===== src/rtl/reset_seq_pkg.sv =====
package reset_seq_pkg;
  typedef enum logic [2:0] {
    ST_HOLD,
    ST_SUPPLY,
    ST_STAB,
    ST_WAKE,
    ST_RUN
  } seq_state_e;

  localparam int CAUSE_N   = 4;
  localparam int CAUSE_POR = 0;
  localparam int CAUSE_PIN = 1;
  localparam int CAUSE_LVD = 2;
  localparam int CAUSE_WDG = 3;
endpackage


===== src/rtl/reset_pin_sync.sv =====
module reset_pin_sync #(
  parameter int STAGES = 2
) (
  input  logic clk_i,
  input  logic rst_ni,
  input  logic pin_ni,
  output logic pin_no
);
  logic [STAGES-1:0] sync_q;

  always_ff @(posedge clk_i or negedge rst_ni) begin
    if (!rst_ni) sync_q <= '1;
    else         sync_q <= {sync_q[STAGES-2:0], pin_ni};
  end

  assign pin_no = sync_q[STAGES-1];
endmodule


===== src/rtl/reset_delay_cnt.sv =====
module reset_delay_cnt #(
  parameter int BASE   = 4096,
  parameter int MULT_W = 8
) (
  input  logic              clk_i,
  input  logic              rst_ni,
  input  logic              clr_i,
  input  logic              en_i,
  input  logic [MULT_W-1:0] mult_lim_i,
  output logic              base_done_o,
  output logic              all_done_o
);
  localparam int BW = (BASE > 2) ? $clog2(BASE) : 1;
  localparam logic [BW-1:0] BASE_LAST = BW'(BASE - 1);

  logic [BW-1:0]     base_q;
  logic [MULT_W-1:0] mult_q;

  assign base_done_o = (base_q == BASE_LAST);
  assign all_done_o  = base_done_o && (mult_q == mult_lim_i);

  always_ff @(posedge clk_i or negedge rst_ni) begin
    if (!rst_ni) begin
      base_q <= '0;
      mult_q <= '0;
    end else if (clr_i) begin
      base_q <= '0;
      mult_q <= '0;
    end else if (en_i) begin
      if (base_done_o) begin
        base_q <= '0;
        mult_q <= mult_q + MULT_W'(1);
      end else begin
        base_q <= base_q + BW'(1);
      end
    end
  end
endmodule


===== src/rtl/reset_cause_reg.sv =====
module reset_cause_reg
  import reset_seq_pkg::*;
(
  input  logic               clk_i,
  input  logic               rst_ni,
  input  logic [CAUSE_N-1:0] set_i,
  input  logic               clr_i,
  output logic [CAUSE_N-1:0] cause_o
);
  logic [CAUSE_N-1:0] cause_q;

  always_ff @(posedge clk_i or negedge rst_ni) begin
    if (!rst_ni) cause_q <= CAUSE_N'(1) << CAUSE_POR;
    else         cause_q <= (clr_i ? '0 : cause_q) | set_i;
  end

  assign cause_o = cause_q;
endmodule


===== src/rtl/reset_sequencer.sv =====
module reset_sequencer
  import reset_seq_pkg::*;
#(
  parameter int STAB_CYC = 4096,
  parameter int WK_W     = 8,
  parameter int SYNC_STG = 2
) (
  input  logic               clk_i,
  input  logic               rst_ni,
  input  logic               ext_rst_ni,
  input  logic               wdg_req_i,
  input  logic               lvd_req_i,
  input  logic               supply_ok_i,
  input  logic               clk_ext_i,
  input  logic [WK_W-1:0]    wakeup_i,
  input  logic               cause_clr_i,
  output logic               osc_en_o,
  output logic               core_rst_o,
  output logic               core_start_o,
  output logic [CAUSE_N-1:0] cause_o
);
  seq_state_e state_q, state_d;
  logic pin_n, slow_req, fast_req, any_req;
  logic slow_pend_q, osc_q, start_q;
  logic [WK_W-1:0] wk_q;
  logic cnt_clr, cnt_en, base_done, all_done;
  logic [CAUSE_N-1:0] cause_set;

  reset_pin_sync #(.STAGES(SYNC_STG)) u_sync (
    .clk_i, .rst_ni, .pin_ni(ext_rst_ni), .pin_no(pin_n)
  );

  assign slow_req = !pin_n;
  assign fast_req = wdg_req_i | lvd_req_i;
  assign any_req  = slow_req | fast_req;

  always_comb begin
    state_d = state_q;
    if (any_req) state_d = ST_HOLD;
    else begin
      unique case (state_q)
        ST_HOLD:   state_d = slow_pend_q ? ST_SUPPLY : ST_RUN;
        ST_SUPPLY: if (supply_ok_i) state_d = ST_STAB;
        ST_STAB:   if (base_done) state_d = clk_ext_i ? ST_WAKE : ST_RUN;
        ST_WAKE:   if (all_done) state_d = ST_RUN;
        ST_RUN:    state_d = ST_RUN;
        default:   state_d = ST_HOLD;
      endcase
    end
  end

  // counters restart on every state change, so a new request always begins afresh
  assign cnt_clr = (state_d != state_q);
  assign cnt_en  = (state_q == ST_STAB) || (state_q == ST_WAKE);

  reset_delay_cnt #(.BASE(STAB_CYC), .MULT_W(WK_W)) u_cnt (
    .clk_i, .rst_ni, .clr_i(cnt_clr), .en_i(cnt_en),
    .mult_lim_i(wk_q), .base_done_o(base_done), .all_done_o(all_done)
  );

  always_ff @(posedge clk_i or negedge rst_ni) begin
    if (!rst_ni) begin
      state_q     <= ST_HOLD;
      slow_pend_q <= 1'b1;
      osc_q       <= 1'b0;
      start_q     <= 1'b0;
      wk_q        <= '0;
    end else begin
      state_q <= state_d;
      start_q <= (state_d == ST_RUN) && (state_q != ST_RUN);
      if (slow_req)                slow_pend_q <= 1'b1;
      else if (state_d == ST_RUN)  slow_pend_q <= 1'b0;
      if (slow_req)                                           osc_q <= 1'b0;
      else if ((state_d == ST_STAB) && (state_q != ST_STAB))  osc_q <= 1'b1;
      if ((state_q == ST_STAB) && (state_d == ST_WAKE)) wk_q <= wakeup_i;
    end
  end

  always_comb begin
    cause_set            = '0;
    cause_set[CAUSE_PIN] = slow_req;
    cause_set[CAUSE_LVD] = lvd_req_i;
    cause_set[CAUSE_WDG] = wdg_req_i;
  end

  reset_cause_reg u_cause (
    .clk_i, .rst_ni, .set_i(cause_set), .clr_i(cause_clr_i), .cause_o
  );

  assign osc_en_o     = osc_q;
  assign core_rst_o   = (state_q != ST_RUN);
  assign core_start_o = start_q;
endmodule


===== config.mk =====
export PLATFORM = sky130hd
export DESIGN_NAME = reset_sequencer
export DESIGN_NICKNAME = d
export VERILOG_FILES = /design/src/rtl/reset_seq_pkg.sv /design/src/rtl/reset_pin_sync.sv /design/src/rtl/reset_delay_cnt.sv /design/src/rtl/reset_cause_reg.sv /design/src/rtl/reset_sequencer.sv
export SDC_FILE = /design/constraint.sdc
export NUM_CORES = 1
export LEC_CHECK = 0
export ABC_CLOCK_PERIOD_IN_PS = 2900
export BUFFER_PORTS_ARGS = -buffer_cell sky130_fd_sc_hd__buf_2
export CAP_MARGIN = 0
export CORE_UTILIZATION = 30
export CTS_CLUSTER_SIZE = 30
export DETAILED_ROUTE_END_ITERATION = 10
export PLACE_DENSITY = 0.52
export SYNTH_ARGS = -nofsm -noshare
export SYNTH_HDL_FRONTEND = slang
export SYNTH_SLANG_ARGS = --single-unit

===== constraint.sdc =====
create_clock -name clk_i -period 2.9 [get_ports clk_i]
set_input_delay 0.29 -clock clk_i [delete_from_list [all_inputs] [get_ports clk_i]]
set_output_delay 0.29 -clock clk_i [all_outputs]
set_load 0.02 [all_outputs]

### Word level (Yosys, flattened, before mapping)

Cells that the tools add are included.

* output and inout port bits: 7
* bits of input ports: 16
* bits in registers: 40

* add/subtract/negate cells: 2
* equal/unequal tests: 14
* bitwise gates (word level): 3
* multiplexer cells: 18
* reductions and logical operators: 10

Operator list (number)
* 12-bit 2-to-1 mux: 3
* 8-bit 2-to-1 mux: 3
* 3-bit 2-to-1 mux: 6
* 3-bit case mux with 5 select lines: 1
* 12-bit by 1-bit adder with 12-bit output (second input constant): 1
* 12-bit equality test (second input constant): 1
* 3-bit by 2-bit equality test with 1-bit output (second input constant): 4
* 8-bit by 1-bit adder with 8-bit output (second input constant): 1
* 8-bit equality test: 1
* 3-bit equality test (second input constant): 2
* 1-bit logical AND: 4
* 1-bit 2-to-1 mux: 4
* 4-bit 2-to-1 mux: 1
* 2-bit != test (second input constant): 2
* 4-bit OR: 1
* 2-bit nonzero test: 2
* 3-bit by 1-bit equality test with 1-bit output (second input constant): 1
* 3-bit zero test: 1
* 3-bit by 2-bit != test with 1-bit output (second input constant): 1
* 3-bit != test: 1
* 3-bit != test (second input constant): 1
* 1-bit OR: 2
* 2-bit AND reduction: 1
* 1-bit zero test: 1
* 1-bit logical OR: 1

### Longest topological paths before layout

* word-level depth: 9
* depth in mapped cells: 8
* gate-level depth less buffers: 6

### Cells and area by module

From an unflattened synthesis, not the netlist that was laid out.

* cells, all modules: 199
* area, all modules: 2127.0 um^2

By module, submodules not included
* reset_delay_cnt: times used 1, area each 1137.3 um^2, cells each 118, sequential area each 500.5 um^2
* reset_sequencer: times used 1, area each 802.0 um^2, cells each 70, sequential area each 351.6 um^2
* reset_cause_reg: times used 1, area each 135.1 um^2, cells each 9, sequential area each 101.3 um^2
* reset_pin_sync: times used 1, area each 52.6 um^2, cells each 2, sequential area each 52.6 um^2

### Worst setup path before layout

Ideal clock, no wire load.

* path kind: flip-flop to flip-flop
* start point: reg u_cnt.base_q[0]
* end point: reg wk_q[0]
* stages on the path, launching flop included: 8
* required time: 2.775 ns
* path slack: 0.648 ns
* buffers on the path: 1
* setup time: 0.125 ns
* arrival: 2.127 ns
* clock period less this slack: 2.252 ns
* cells stage by stage: dfrtp_1 > ha_1 > nand3_1 > or3_1 > buf_2 > mux2i_1 > nor4b_4 > mux2_2

* cells in the longest elaborated chain, start to end: 7
* elaborated cells on any way between the ends: 8
* those cells by class: eq/ne (2); mux (4); reduce/logical (2)

RTL lines
* start, declared: line reset_delay_cnt.sv:16 `logic [BW-1:0] base_q;`
* start signal, assigned: line reset_delay_cnt.sv:34 `base_q <= base_q + BW'(1);`
* 12-bit equality test (*): line reset_delay_cnt.sv:19 `assign base_done_o = (base_q == BASE_LAST);`
* 1-bit logical AND: line reset_delay_cnt.sv:20 `assign all_done_o = base_done_o && (mult_q == mult_lim_i);`
* 3-bit 2-to-1 mux: line reset_sequencer.sv:45 `ST_WAKE: if (all_done) state_d = ST_RUN;`
* 3-bit case mux with 5 select lines (*): line reset_sequencer.sv:41 `unique case (state_q)`
* 3-bit 2-to-1 mux (*): line reset_sequencer.sv:39 `if (any_req) state_d = ST_HOLD;`
* 3-bit by 2-bit equality test with 1-bit output (*): line reset_sequencer.sv:75 `if ((state_q == ST_STAB) && (state_d == ST_WAKE)) wk_q <= wakeup_i;`
* 1-bit logical AND (*): line reset_sequencer.sv:75
* end signal, assigned: line reset_sequencer.sv:75
* end, declared: line reset_sequencer.sv:25 `logic [WK_W-1:0] wk_q;`

Every way passes the cells marked *; elsewhere a longest branch is shown, timed or not.
A chain may end at the register's enable or synchronous reset.

### Final worst setup path

* start point: reg u_cnt.base_q[0]
* end point: reg wk_q[4]

The elaborated chain is that of the path after synthesis.

==> metrics.yaml <==
status: "finished clean"
top_usage_layer: "met2"
hp-class: "in -> reg"
finalWirelength_mm: 4.54
power_mw: 1.17
fin_crit_ps: 2560
cts_resized: 0
synth.distinct_cells: 44
cts_tree: "yes"
crit_chain: "ha_1 > nand3_1 > or3_1 > mux2i_1 > nor4b_4 > mux2_2"
required_ps: 3080
io_pins: 23
syn_avg_cell_area_um2: 10.7
use_met2: 0.214
fmax_mhz: 391
drtPass1Iterations: 4
critPathArrivalTime_ps: 2740
cts.sinks: 40
drt_iter0_drc: 108
grt_use_total: 0.142
layout-drive-gt1-share: 0.247
synth_area_um2: 2120
yosysTopAreaCell: "dfrtp_1"
worstPathMaxFanout: 8
rsz0062_at_grt: "false"
cts-htree-levels: 2
synthToLayoutAreaGrowth_pct: 15.8
clkTransAtPathRegs_ps: 80
grt_use_met3: 0.0289
dieArea_um2: 7420
globalplace.congestion: 0.772
yosysWarnings: 0
vias: 1606
final_area_um2: 2460
cts-root-buf: "clkbuf_8"
ys_seq_area_frac: 0.473
hp-start: "ext_rst_ni"
synth_area_leaders: "dfrtp_1, a211oi_1, dfstp_2"
period_share: 0.882
tightestPinTransition_ps: 904
hold_end: "u_sync.sync_q[0]"
antenna_cells: 0
fin_tns_setup_ps: 0
maxSlewViolCount: 0
insertion_delay_ps: 290
hold_viol_final: 0
antenna_found_initial: 0
layout.area.seq_um2: 1010
r2r_slack_ps: 340
multiInputGateArea_um2: 1020
hpwl_mm: 3.03
syn-num-nets: 217
port_buffers: 22
postPlaceCellArea_um2: 2330
fin_skew_ps: 3.52
cts_buffer_depth: 2
grt_pass1_vias: 1611
numCtsBuffers: 5
ys_seq_elements: 40
fill_cells: 731
r2r_cells: 6
critPathTopFamily: "simple AND/OR/NAND/NOR gates"
detail_route.wl_per_cell_um: 14.2
start_util: 0.311
crit_type: "reg -> reg"
fin_nets: 240
grt.overflow.total: 0
ir_drop_mv: 0.176
route.detailed.drc: 0
report.final.setup_viol: 0
slowest_delay_ps: 540
power_density_nw_per_um2: 477
grt_max_degree: 41
post-cts-setup-buffers: 0
maxSlewHeadroom: 0.398
rr_endpoint: "wk_q[4]"
die_h_um: 86.2
dieWidth_um: 86.2
synth_top_area_share: 0.424
min_path_cells: 1
ys.flop_type: "dfrtp_1"
core_area_um2: 6830
crit_path_top_delay_cell: "nor4b_4"
drtAntennaViolNets: 0
timing.rr.start: "u_cnt.base_q[0]"
async_flop_share: 1.00
synthCells: 199
path_buf_inv: 0
vias_per_cell: 5.03
grt_pass1_wl_mm: 8.07
leakage_nw: 1.04
cap_viol_max_count: 0
end_kind: "flop"
use_met1: 0.193
worstSetupStartpointType: "flop"
placementRows: 30
synth-edff-count: 0
hold_buffers: 0
-- cells by family (layout without fill, tap and decap cells) --
kind of cell | Yosys count | count (layout) | share of synthesized area
fa+ha+maj | 2 | 2 | 0.0118
simple gates | 64 | 64 | 0.186
flops | 40 | 40 | 0.473
buf+inv | 19 | 43 | 0.0448
compound gates | 44 | 44 | 0.150
xor+xnor | 20 | 20 | 0.0825
mux | 10 | 10 | 0.0518
-- per-layer routing --
metal	routed length, um	share of wire	vias up
li1	-	-	781
met1	2220	0.49	804
met2	2160	0.47	16
met3	91	0.020	5
met4	75	0.017	0
met5	0	0	-
-- state kept, by name, summed over array words and instances (netlist names), 2 cells and up --
name / cells
u_sync.sync_q: 2
wk_q: 8
u_cnt.base_q: 12
u_cause.cause_o: 4
state_q: 3
u_cnt.mult_q: 8
-- Yosys cell counts (all sizes together) (3+ instances only) --
library cell / instances
nor2: 5
inv: 8
a21o: 4
mux2: 8
nor4: 5
and3: 3
a221oi: 4
nand4: 9
buf: 9
xnor2: 11
a21oi: 5
xor2: 9
a211oi: 16
nand3: 9
o21ai: 7
nor3: 6
dfstp: 4
nand2: 11
nor2b: 3
or3: 4
dfrtp: 36
-- power by group --
group / leakage (nW) / total (mW) / switching (mW) / internal [mW]
clock: 0.0654 / 0.542 / 0.198 / 0.344
combinational: 0.441 / 0.0591 / 0.0381 / 0.0210
sequential: 0.534 / 0.573 / 0.00656 / 0.566
-- area by class of cell --
| type | instances | area share |
|---|---|---|
| clock buffer | 6 | 0.0295 |
| clock inverter | 2 | 0.0244 |
| inverter | 8 | 0.0122 |
| multi-input combinational | 140 | 0.416 |
| sequential | 40 | 0.409 |
| tap | 96 | 0.0488 |
| timing repair buffer | 27 | 0.0600 |
-- stage by stage --
| step | hold WS [ps] | worst slack [ps] | instances | util |
|---|---|---|---|---|
| after floorplan | -5.59 | 648 | 199 | - |
| after global placement | 348 | 435 | 311 | 0.341 |
| after detailed placement | 350 | 342 | 311 | 0.341 |
| after CTS | 81.5 | 351 | 319 | 0.360 |
| after global routing | 75.9 | 166 | 319 | 0.360 |
| final | 98.0 | 343 | 319 | 0.360 |
-- layout by cell type (no fill, tap or decap), types with 4 or more instances in the layout --
| cell | Yosys | layout |
|---|---|---|
| a21oi_1 | 5 | 5 |
| nand2_1 | 11 | 11 |
| mux2_2 | 8 | 8 |
| dfrtp_1 | 36 | 36 |
| dfstp_2 | 4 | 4 |
| buf_2 | 7 | 22 |
| inv_1 | 8 | 8 |
| buf_4 | 0 | 5 |
| nand3_1 | 9 | 9 |
| nor3_1 | 6 | 6 |
| nand4_1 | 8 | 8 |
| a21o_1 | 4 | 4 |
| or3_1 | 4 | 4 |
| xor2_1 | 9 | 9 |
| a211oi_1 | 16 | 16 |
| clkbuf_8 | 0 | 5 |
| xnor2_1 | 11 | 11 |
| nor2_1 | 5 | 5 |
| a221oi_1 | 4 | 4 |
| o21ai_0 | 5 | 5 |
-- worst max-delay path by stage --
| stage | from | cells after the start | slack [ps] | to |
|---|---|---|---|---|
| floorplan | u_cnt.base_q[0] | 7 | 650 | wk_q[0] |
| global placement | u_cnt.base_q[0] | 6 | 440 | wk_q[5] |
| detailed placement | u_cnt.base_q[0] | 6 | 340 | wk_q[6] |
| CTS | u_cnt.base_q[0] | 6 | 350 | wk_q[6] |
| global route | u_cnt.base_q[0] | 6 | 170 | wk_q[4] |
| finish | u_cnt.base_q[0] | 6 | 340 | wk_q[4] |
Note: power is estimated with default switching activity, not from simulation.
